$ cat src/rtl/spi_rx_pkg.sv
package spi_rx_pkg;

  // Filter length in system cycles: enough samples to outlast the glitch,
  // plus one so that a pulse exactly one period wide is still rejected.
  function automatic int filt_len(input int clk_period_ps, input int glitch_ps);
    return (glitch_ps + clk_period_ps - 1) / clk_period_ps + 1;
  endfunction

  // Width of a counter able to hold 0..max_val.
  function automatic int cnt_w(input int max_val);
    return $clog2(max_val + 1);
  endfunction

  // A frame is malformed when a partial byte remains or bytes were dropped.
  function automatic logic frame_bad(input logic [2:0] bit_pos, input logic overflow);
    return (bit_pos != 3'd0) || overflow;
  endfunction

endpackage

$ cat src/rtl/spi_rx_filt.sv
module spi_rx_filt #(
  parameter int   LEN     = 2,
  parameter logic RST_VAL = 1'b0
) (
  input  logic clk,
  input  logic rst_n,
  input  logic pad,
  output logic level
);
  localparam int CW = (LEN < 2) ? 1 : $clog2(LEN + 1);

  logic          s1, s2;
  logic [CW-1:0] run;

  always_ff @(posedge clk or negedge rst_n) begin
    if (!rst_n) begin
      s1    <= RST_VAL;
      s2    <= RST_VAL;
      level <= RST_VAL;
      run   <= '0;
    end else begin
      s1 <= pad;
      s2 <= s1;
      if (s2 == level) begin
        run <= '0;
      end else if (run == CW'(LEN - 1)) begin
        level <= s2;
        run   <= '0;
      end else begin
        run <= run + 1'b1;
      end
    end
  end
endmodule

$ cat src/rtl/spi_rx_rstdet.sv
module spi_rx_rstdet (
  input  logic clk,
  input  logic rst_n,
  input  logic pin_rise,
  input  logic sck_level,
  output logic dev_reset,
  output logic prog_req
);
  always_ff @(posedge clk or negedge rst_n) begin
    if (!rst_n) begin
      dev_reset <= 1'b0;
      prog_req  <= 1'b0;
    end else begin
      dev_reset <= pin_rise &  sck_level;
      prog_req  <= pin_rise & ~sck_level;
    end
  end
endmodule

$ cat src/rtl/spi_rx_framer.sv
module spi_rx_framer
  import spi_rx_pkg::*;
#(
  parameter int MAX_BYTES = 9,
  localparam int CNT_W = cnt_w(MAX_BYTES)
) (
  input  logic             clk,
  input  logic             rst_n,
  input  logic             clr,
  input  logic             sck_rise,
  input  logic             sck_fall,
  input  logic             cs_fall,
  input  logic             cs_rise,
  input  logic             mosi,
  input  logic [7:0]       tx_byte,
  output logic             in_frame,
  output logic             miso,
  output logic             byte_valid,
  output logic [7:0]       byte_data,
  output logic [CNT_W-1:0] byte_idx,
  output logic             frame_done,
  output logic [CNT_W-1:0] frame_bytes,
  output logic             frame_err
);
  logic [7:0]       rx_sh, tx_sh;
  logic [2:0]       bit_pos;
  logic [CNT_W-1:0] byte_cnt;
  logic             ovf;

  logic             take_bit, byte_end, byte_keep, ending;
  logic [7:0]       rx_next;
  logic [2:0]       pos_after;
  logic [CNT_W-1:0] cnt_after;
  logic             ovf_after;

  always_comb begin
    take_bit  = in_frame & sck_fall;
    rx_next   = {rx_sh[6:0], mosi};
    byte_end  = take_bit & (bit_pos == 3'd7);
    byte_keep = byte_end & (byte_cnt < CNT_W'(MAX_BYTES));
    cnt_after = byte_keep ? byte_cnt + 1'b1 : byte_cnt;
    ovf_after = ovf | (byte_end & ~byte_keep);
    pos_after = take_bit ? bit_pos + 3'd1 : bit_pos;
    ending    = in_frame & cs_rise;
  end

  assign miso = tx_sh[7];

  always_ff @(posedge clk or negedge rst_n) begin
    if (!rst_n) begin
      in_frame    <= 1'b0;
      rx_sh       <= '0;
      tx_sh       <= '0;
      bit_pos     <= '0;
      byte_cnt    <= '0;
      ovf         <= 1'b0;
      byte_valid  <= 1'b0;
      byte_data   <= '0;
      byte_idx    <= '0;
      frame_done  <= 1'b0;
      frame_bytes <= '0;
      frame_err   <= 1'b0;
    end else begin
      byte_valid <= 1'b0;
      frame_done <= 1'b0;
      frame_err  <= 1'b0;
      if (clr) begin
        in_frame <= 1'b0;
        bit_pos  <= '0;
        byte_cnt <= '0;
        ovf      <= 1'b0;
      end else if (cs_fall) begin
        in_frame <= 1'b1;
        bit_pos  <= '0;
        byte_cnt <= '0;
        ovf      <= 1'b0;
        tx_sh    <= tx_byte;
      end else begin
        if (in_frame && sck_rise) begin
          tx_sh <= (bit_pos == 3'd0) ? tx_byte : {tx_sh[6:0], 1'b0};
        end
        if (take_bit) begin
          rx_sh    <= rx_next;
          bit_pos  <= pos_after;
          byte_cnt <= cnt_after;
          ovf      <= ovf_after;
          if (byte_keep) begin
            byte_valid <= 1'b1;
            byte_data  <= rx_next;
            byte_idx   <= byte_cnt;
          end
        end
        if (ending) begin
          in_frame    <= 1'b0;
          frame_done  <= 1'b1;
          frame_bytes <= cnt_after;
          frame_err   <= frame_bad(pos_after, ovf_after);
        end
      end
    end
  end
endmodule

$ cat src/rtl/spi_frame_rx.sv
module spi_frame_rx
  import spi_rx_pkg::*;
#(
  parameter int CLK_PERIOD_PS = 5000,
  parameter int GLITCH_PS     = 3000,
  parameter int MAX_BYTES     = 9,
  localparam int CNT_W = cnt_w(MAX_BYTES)
) (
  input  logic             clk,
  input  logic             rst_n,
  input  logic             sck_pad,
  input  logic             mosi_pad,
  input  logic             cs_n_pad,
  input  logic             rst_pin_pad,
  input  logic [7:0]       tx_byte,
  output logic             miso,
  output logic             byte_valid,
  output logic [7:0]       byte_data,
  output logic [CNT_W-1:0] byte_idx,
  output logic             frame_done,
  output logic [CNT_W-1:0] frame_bytes,
  output logic             frame_err,
  output logic             dev_reset,
  output logic             prog_req
);
  localparam int         FILT   = filt_len(CLK_PERIOD_PS, GLITCH_PS);
  localparam int         NPAD   = 4;
  // Idle levels, by index: sck, mosi, cs_n, reset pin.
  localparam logic [3:0] IDLE_V = 4'b1100;

  logic [NPAD-1:0] pads, filt, filt_q;

  assign pads = {rst_pin_pad, cs_n_pad, mosi_pad, sck_pad};

  for (genvar gi = 0; gi < NPAD; gi++) begin : g_filt
    spi_rx_filt #(.LEN(FILT), .RST_VAL(IDLE_V[gi])) u_filt (
      .clk   (clk),
      .rst_n (rst_n),
      .pad   (pads[gi]),
      .level (filt[gi])
    );
  end

  always_ff @(posedge clk or negedge rst_n) begin
    if (!rst_n) filt_q <= IDLE_V;
    else        filt_q <= filt;
  end

  // Named edge events, also used by the checker.
  logic sck_rise_w, sck_fall_w, cs_fall_w, cs_rise_w, pin_rise_w, in_frame_w;

  assign sck_rise_w =  filt[0] & ~filt_q[0];
  assign sck_fall_w = ~filt[0] &  filt_q[0];
  assign cs_fall_w  = ~filt[2] &  filt_q[2];
  assign cs_rise_w  =  filt[2] & ~filt_q[2];
  assign pin_rise_w =  filt[3] & ~filt_q[3];

  spi_rx_framer #(.MAX_BYTES(MAX_BYTES)) u_framer (
    .clk         (clk),
    .rst_n       (rst_n),
    .clr         (pin_rise_w),
    .sck_rise    (sck_rise_w),
    .sck_fall    (sck_fall_w),
    .cs_fall     (cs_fall_w),
    .cs_rise     (cs_rise_w),
    .mosi        (filt[1]),
    .tx_byte     (tx_byte),
    .in_frame    (in_frame_w),
    .miso        (miso),
    .byte_valid  (byte_valid),
    .byte_data   (byte_data),
    .byte_idx    (byte_idx),
    .frame_done  (frame_done),
    .frame_bytes (frame_bytes),
    .frame_err   (frame_err)
  );

  spi_rx_rstdet u_rstdet (
    .clk       (clk),
    .rst_n     (rst_n),
    .pin_rise  (pin_rise_w),
    .sck_level (filt[0]),
    .dev_reset (dev_reset),
    .prog_req  (prog_req)
  );
endmodule

$ cat config.mk
export PLATFORM = sky130hd
export DESIGN_NAME = spi_frame_rx
export DESIGN_NICKNAME = d
export VERILOG_FILES = /design/src/rtl/spi_rx_pkg.sv /design/src/rtl/spi_rx_filt.sv /design/src/rtl/spi_rx_rstdet.sv /design/src/rtl/spi_rx_framer.sv /design/src/rtl/spi_frame_rx.sv
export SDC_FILE = /design/constraint.sdc
export NUM_CORES = 1
export LEC_CHECK = 0
export ABC_AREA = 1
export CAP_MARGIN = 20
export CORE_MARGIN = 3
export CORE_UTILIZATION = 35
export CTS_CLUSTER_SIZE = 25
export DETAILED_ROUTE_END_ITERATION = 8
export GPL_TIMING_DRIVEN = 0
export SLEW_MARGIN = 40
export SYNTH_ARGS = -nofsm -noshare
export SYNTH_HDL_FRONTEND = slang
export SYNTH_SLANG_ARGS = --single-unit
$ cat constraint.sdc
create_clock -name clk -period 4.8 [get_ports clk]
set_clock_uncertainty 0.2 [all_clocks]
set_input_delay 1.44 -clock clk [delete_from_list [all_inputs] [get_ports clk]]
set_output_delay 1.44 -clock clk [all_outputs]
set_load 0.01 [all_outputs]
Yosys cells after proc, flatten, opt, wreduce, memory -nomap -nowiden. Index checks and enable logic that the tools add are counted.

Logic and storage cells: 122. Flip-flop bits (word level): 69. Output and inout port bits: 22. Bits of input ports: 14.

Eq/ne operators: 9. Reductions and logical operators: 15. Multiplexer cells: 35. Add/subtract/negate cells: 6. Order comparisons: 1. Bitwise gates (word level): 25.

Operator list (number): 8-bit 2-to-1 mux (3); 1-bit 2-to-1 mux (16); 2-bit 2-to-1 mux (8); 4-bit 2-to-1 mux (4); 1-bit AND (12); 3-bit 2-to-1 mux (4); 1-bit NOT (12); 2-bit AND reduction (5); 3-bit nonzero test (3); 2-bit by 1-bit adder with 2-bit output (second input constant) (4); 2-bit by 1-bit equality test with 1-bit output (second input constant) (4); 3-bit AND reduction (2); 4-bit by 1-bit adder with 4-bit output (second input constant) (1); 1-bit equality test (4); 4-bit < comparator (second input constant) (1); 4-bit AND reduction (1); 3-bit by 1-bit adder with 3-bit output (second input constant) (1); 3-bit equality test (second input constant) (1); 3-bit logical NOT (1); 2-bit nonzero test (1); 1-bit logical AND (1); 1-bit logical OR (1); 1-bit bitwise OR (1).

Longest topological paths before layout.
Word-level depth: 12. Gate-level depth with buffers: 10. Depth with buffers taken out: 9.

Hierarchy. Synthesis repeated with hierarchy kept, for this count alone.

Cell total of the unflattened synthesis: 325. Area total of the unflattened synthesis: 2864.0 µm².

Modules (own cells, without submodules): spi_rx_framer (times used 1, seq. area each 1076.0 µm², area each 1948.1 µm², cells an instance 230); spi_rx_filt at g_filt[2].u_filt ... (times used 2, seq. area each 128.9 µm², area each 185.2 µm², cells an instance 19); spi_rx_filt at g_filt[0].u_filt ... (times used 2, seq. area each 125.1 µm², area each 181.4 µm², cells an instance 19); spi_frame_rx (times used 1, seq. area each 77.6 µm², area each 115.1 µm², cells an instance 13); spi_rx_rstdet (times used 1, seq. area each 50.0 µm², area each 67.6 µm², cells an instance 6).

Worst setup path after synthesis. No wires, ideal clock.

Path type: flip-flop to output port. Start: register u_framer.frame_bytes[3]. End: output port frame_bytes[3]. Path slack: 2775 ps. Path buffers: 0. Stages on the path, launching flop included: 1. Arrival: 385 ps. Cell sequence: dfrtp_1.

RTL lines: start, declared (RTL line spi_rx_framer.sv:22) `output logic [CNT_W-1:0] frame_bytes,`; start signal, assigned (RTL line spi_rx_framer.sv:96) `frame_bytes <= cnt_after;`; end, declared (RTL line spi_frame_rx.sv:21) `output logic [CNT_W-1:0] frame_bytes,`.

No word-level cell between the ends.

Final worst setup path.
Start: register u_framer.frame_bytes[3]. End: output port frame_bytes[3].

No word-level cell between the ends.

==> run metrics <==
vias in the first global route 1900; Final Hold Vio Count 0; Total GRT Usage between 10% and 20%; Synth area leaders dfrtp_1, nand2_1, dfstp_2; Worst Tran Pin Value ~380 ps; largest net degree at the start of global routing 40; crit path kind reg -> out; Routed WL slightly below 5000 um; num rows 32; DR vias around 1900; Crit. End Element output pin; Post-Synthesis Cells between 200 and 300; P&R area growth vs syn 23.8%; Crit-path slowest cell clkdlybuf4s50_1; PostCTS Resize Cnt 0; Area after DPL 0.00332 mm^2; Worst Hold Class reg -> reg; Leakage between 1.5 and 2 nW; Die ar. 0.00917 mm^2; worst r2r path cells 6; CP max stage delay approximately 540 ps; asr flop ratio synth 100%; final setup vio count 0; Clock Path Buffers 2; Worst setup endpoint frame_bytes[3]; # Post-CTS Setup Buffers 0; met1 usage between 10 and 15%; CP Data Arrival Time 1230 ps; residual DRC count 0; initial antenna violation count 0; Mapped Avg Cell Area 9.93 um^2; Final #Nets 350; Layout fillers ~770; Max Cap Viol 0; synth cell count leaders nand2_1, dfrtp_1, inv_1; Post-Synthesis Cell Area about 0.0028 mm^2; Vias/cell between 4 and 5; post-synth top area cell dfrtp_1; post-cts hold buffer count 0; CP Launch Point u_framer.frame_bytes[3]$_DFFE_PN0P_; Post-Syn Nets approximately 300; Placed Instances around 420; H-tree depth 3; initial core utilization a little over a third; Setup WS pre-CTS roughly 2300 ps; Sink Count between 60 and 70; Clk Latency, worst-skew pair 340 ps; first-pass GRT wire length between 8000 and 9000 um; Final Max Slew Viols 0; Synth cell types 28; drt first pass iters 4; PortBufs 35; CTS Root Cell clkbuf_8; power per cell area slightly below 500 mW/mm^2; flop-to-flop setup slack approximately 3000 ps; CTS tree built; Top Usage Layer GRT met2; Initial DRC Count 54; grt met3 use 5.86%; WP buf/inv 1; Ports 36; WHS 150 ps; Post-synth EDFFs 0; layout cells sized above 1 between 10% and 20%; share of the synthesized area in the top cell type a little over half; Final HPWL DP 3440 um; Seq/Total Area, Yosys 60.7%; HP Start g_filt[0].u_filt.s1$_DFF_PN0_; fmax roughly 350 MHz; Final period util 59.8%; total grt overflow 0; PnR worst setup slack between 1500 and 2000 ps; Slew headroom between 70 and 80%; core area about 0.0078 mm^2; DIE WIDTH around 96 um; synth warn 0; drt wl/cell 11.0 um; RSZ-0062 raised after global routing false; most frequent cell after synthesis nand2_1; fin util between 40 and 50%; Worst Path Required 3160 ps; ANT cells 0; Routability Congestion 0.787; CP Cell Sequence clkdlybuf4s50_1; Pwr Total ~1.7 mW; clk slew on worst S/H paths approximately 70 ps; Post-Layout Cell Count roughly 440; Crit path max-delay family buffers and inverters; setup TNS 0 ps; Tmin final between 2000 and 3000 ps; CP Max Fanout 2; FF-to-FF End u_framer.rx_sh[5]$_DFFE_PN0P_; GR Util met2 roughly a fifth; reg2reg start filt_q[3]$_DFF_PN1_; Yosys reg bits between 60 and 70; Setup crit start kind register; Routed Antenna Nets 0; outcome finished, final reports clean; VDD IR max just under 300 uV; Post-synth top flop dfrtp_1; die height between 90 and 100 um; Stages on worst setup path 1; Post-Layout Inst Area about 0.0035 mm^2; Inserted Clock Buffers 9
registers in the layout (all words and copies together), names as in the netlist, 4 cells and up:
signal                count
u_framer.rx_sh            7
u_framer.byte_idx         4
u_framer.byte_cnt         4
g_filt.u_filt.run         8
g_filt.u_filt.s1          4
u_framer.byte_data        8
u_framer.frame_bytes      4
u_framer.tx_sh            8
g_filt.u_filt.level       4
g_filt.u_filt.s2          4
layer usage:
metal | wire (um) | up-vias
met5 | 0 | -
met4 | 62 | 0
met3 | 246 | 8
met2 | 2260 | 34
met1 | 2250 | 881
li1 | - | 983
kinds of logic after synthesis:
logic type	share of synthesized area [%]
AOI/OAI and AO/OA	9.85
xor gates and xnor gates	1.55
adders and majority gates	2.22
buffers and inverters	7.46
DFF	60.7
muxes	0.355
and+or+nand+nor	17.8
worst min path at each step:
stage,endpoint,cells after the start
floorplan,g_filt[0].u_filt.s2$_DFF_PN0_,0
global placement,g_filt[0].u_filt.s2$_DFF_PN0_,0
detailed placement,g_filt[0].u_filt.s2$_DFF_PN0_,0
CTS,g_filt[0].u_filt.s2$_DFF_PN0_,0
global route,g_filt[0].u_filt.s2$_DFF_PN0_,0
finish,g_filt[0].u_filt.s2$_DFF_PN0_,0
power breakdown:
part / switching [mW] / total (mW) / internal, mW
Clock: 0.195 / 0.410 / 0.215
Sequential: 0.0744 / 0.787 / 0.712
Combinational: 0.314 / 0.509 / 0.196
Total: 0.583 / 1.71 / 1.12
cells in the final DEF (no fill, tap or decap), drive strengths merged:
cell,count
mux2i,1
dfstp,8
nand2,77
xnor2,5
ha,5
clkinv,2
o21ai,37
nand3,11
and2,1
nand4,1
clkbuf,14
a21oi,3
dfrtp,60
clkdlybuf4s50,34
o21bai,1
nor3,5
nor2,20
inv,42
buf,7
a31oi,1
or2,1
area by class of cell:
class                   count  area, um^2  area share, %
inverters                  42         160           4.59
plain buffers               5        50.0           1.43
flip-flops and latches     68        1710           49.0
well taps                 102         128           3.66
clock buffers              14         163           4.66
multi-input cells         169         897           25.7
repair buffers             36         372           10.6
clock inverters             2        10.0          0.287
No activity file was read; power rests on OpenSTA's default activity.
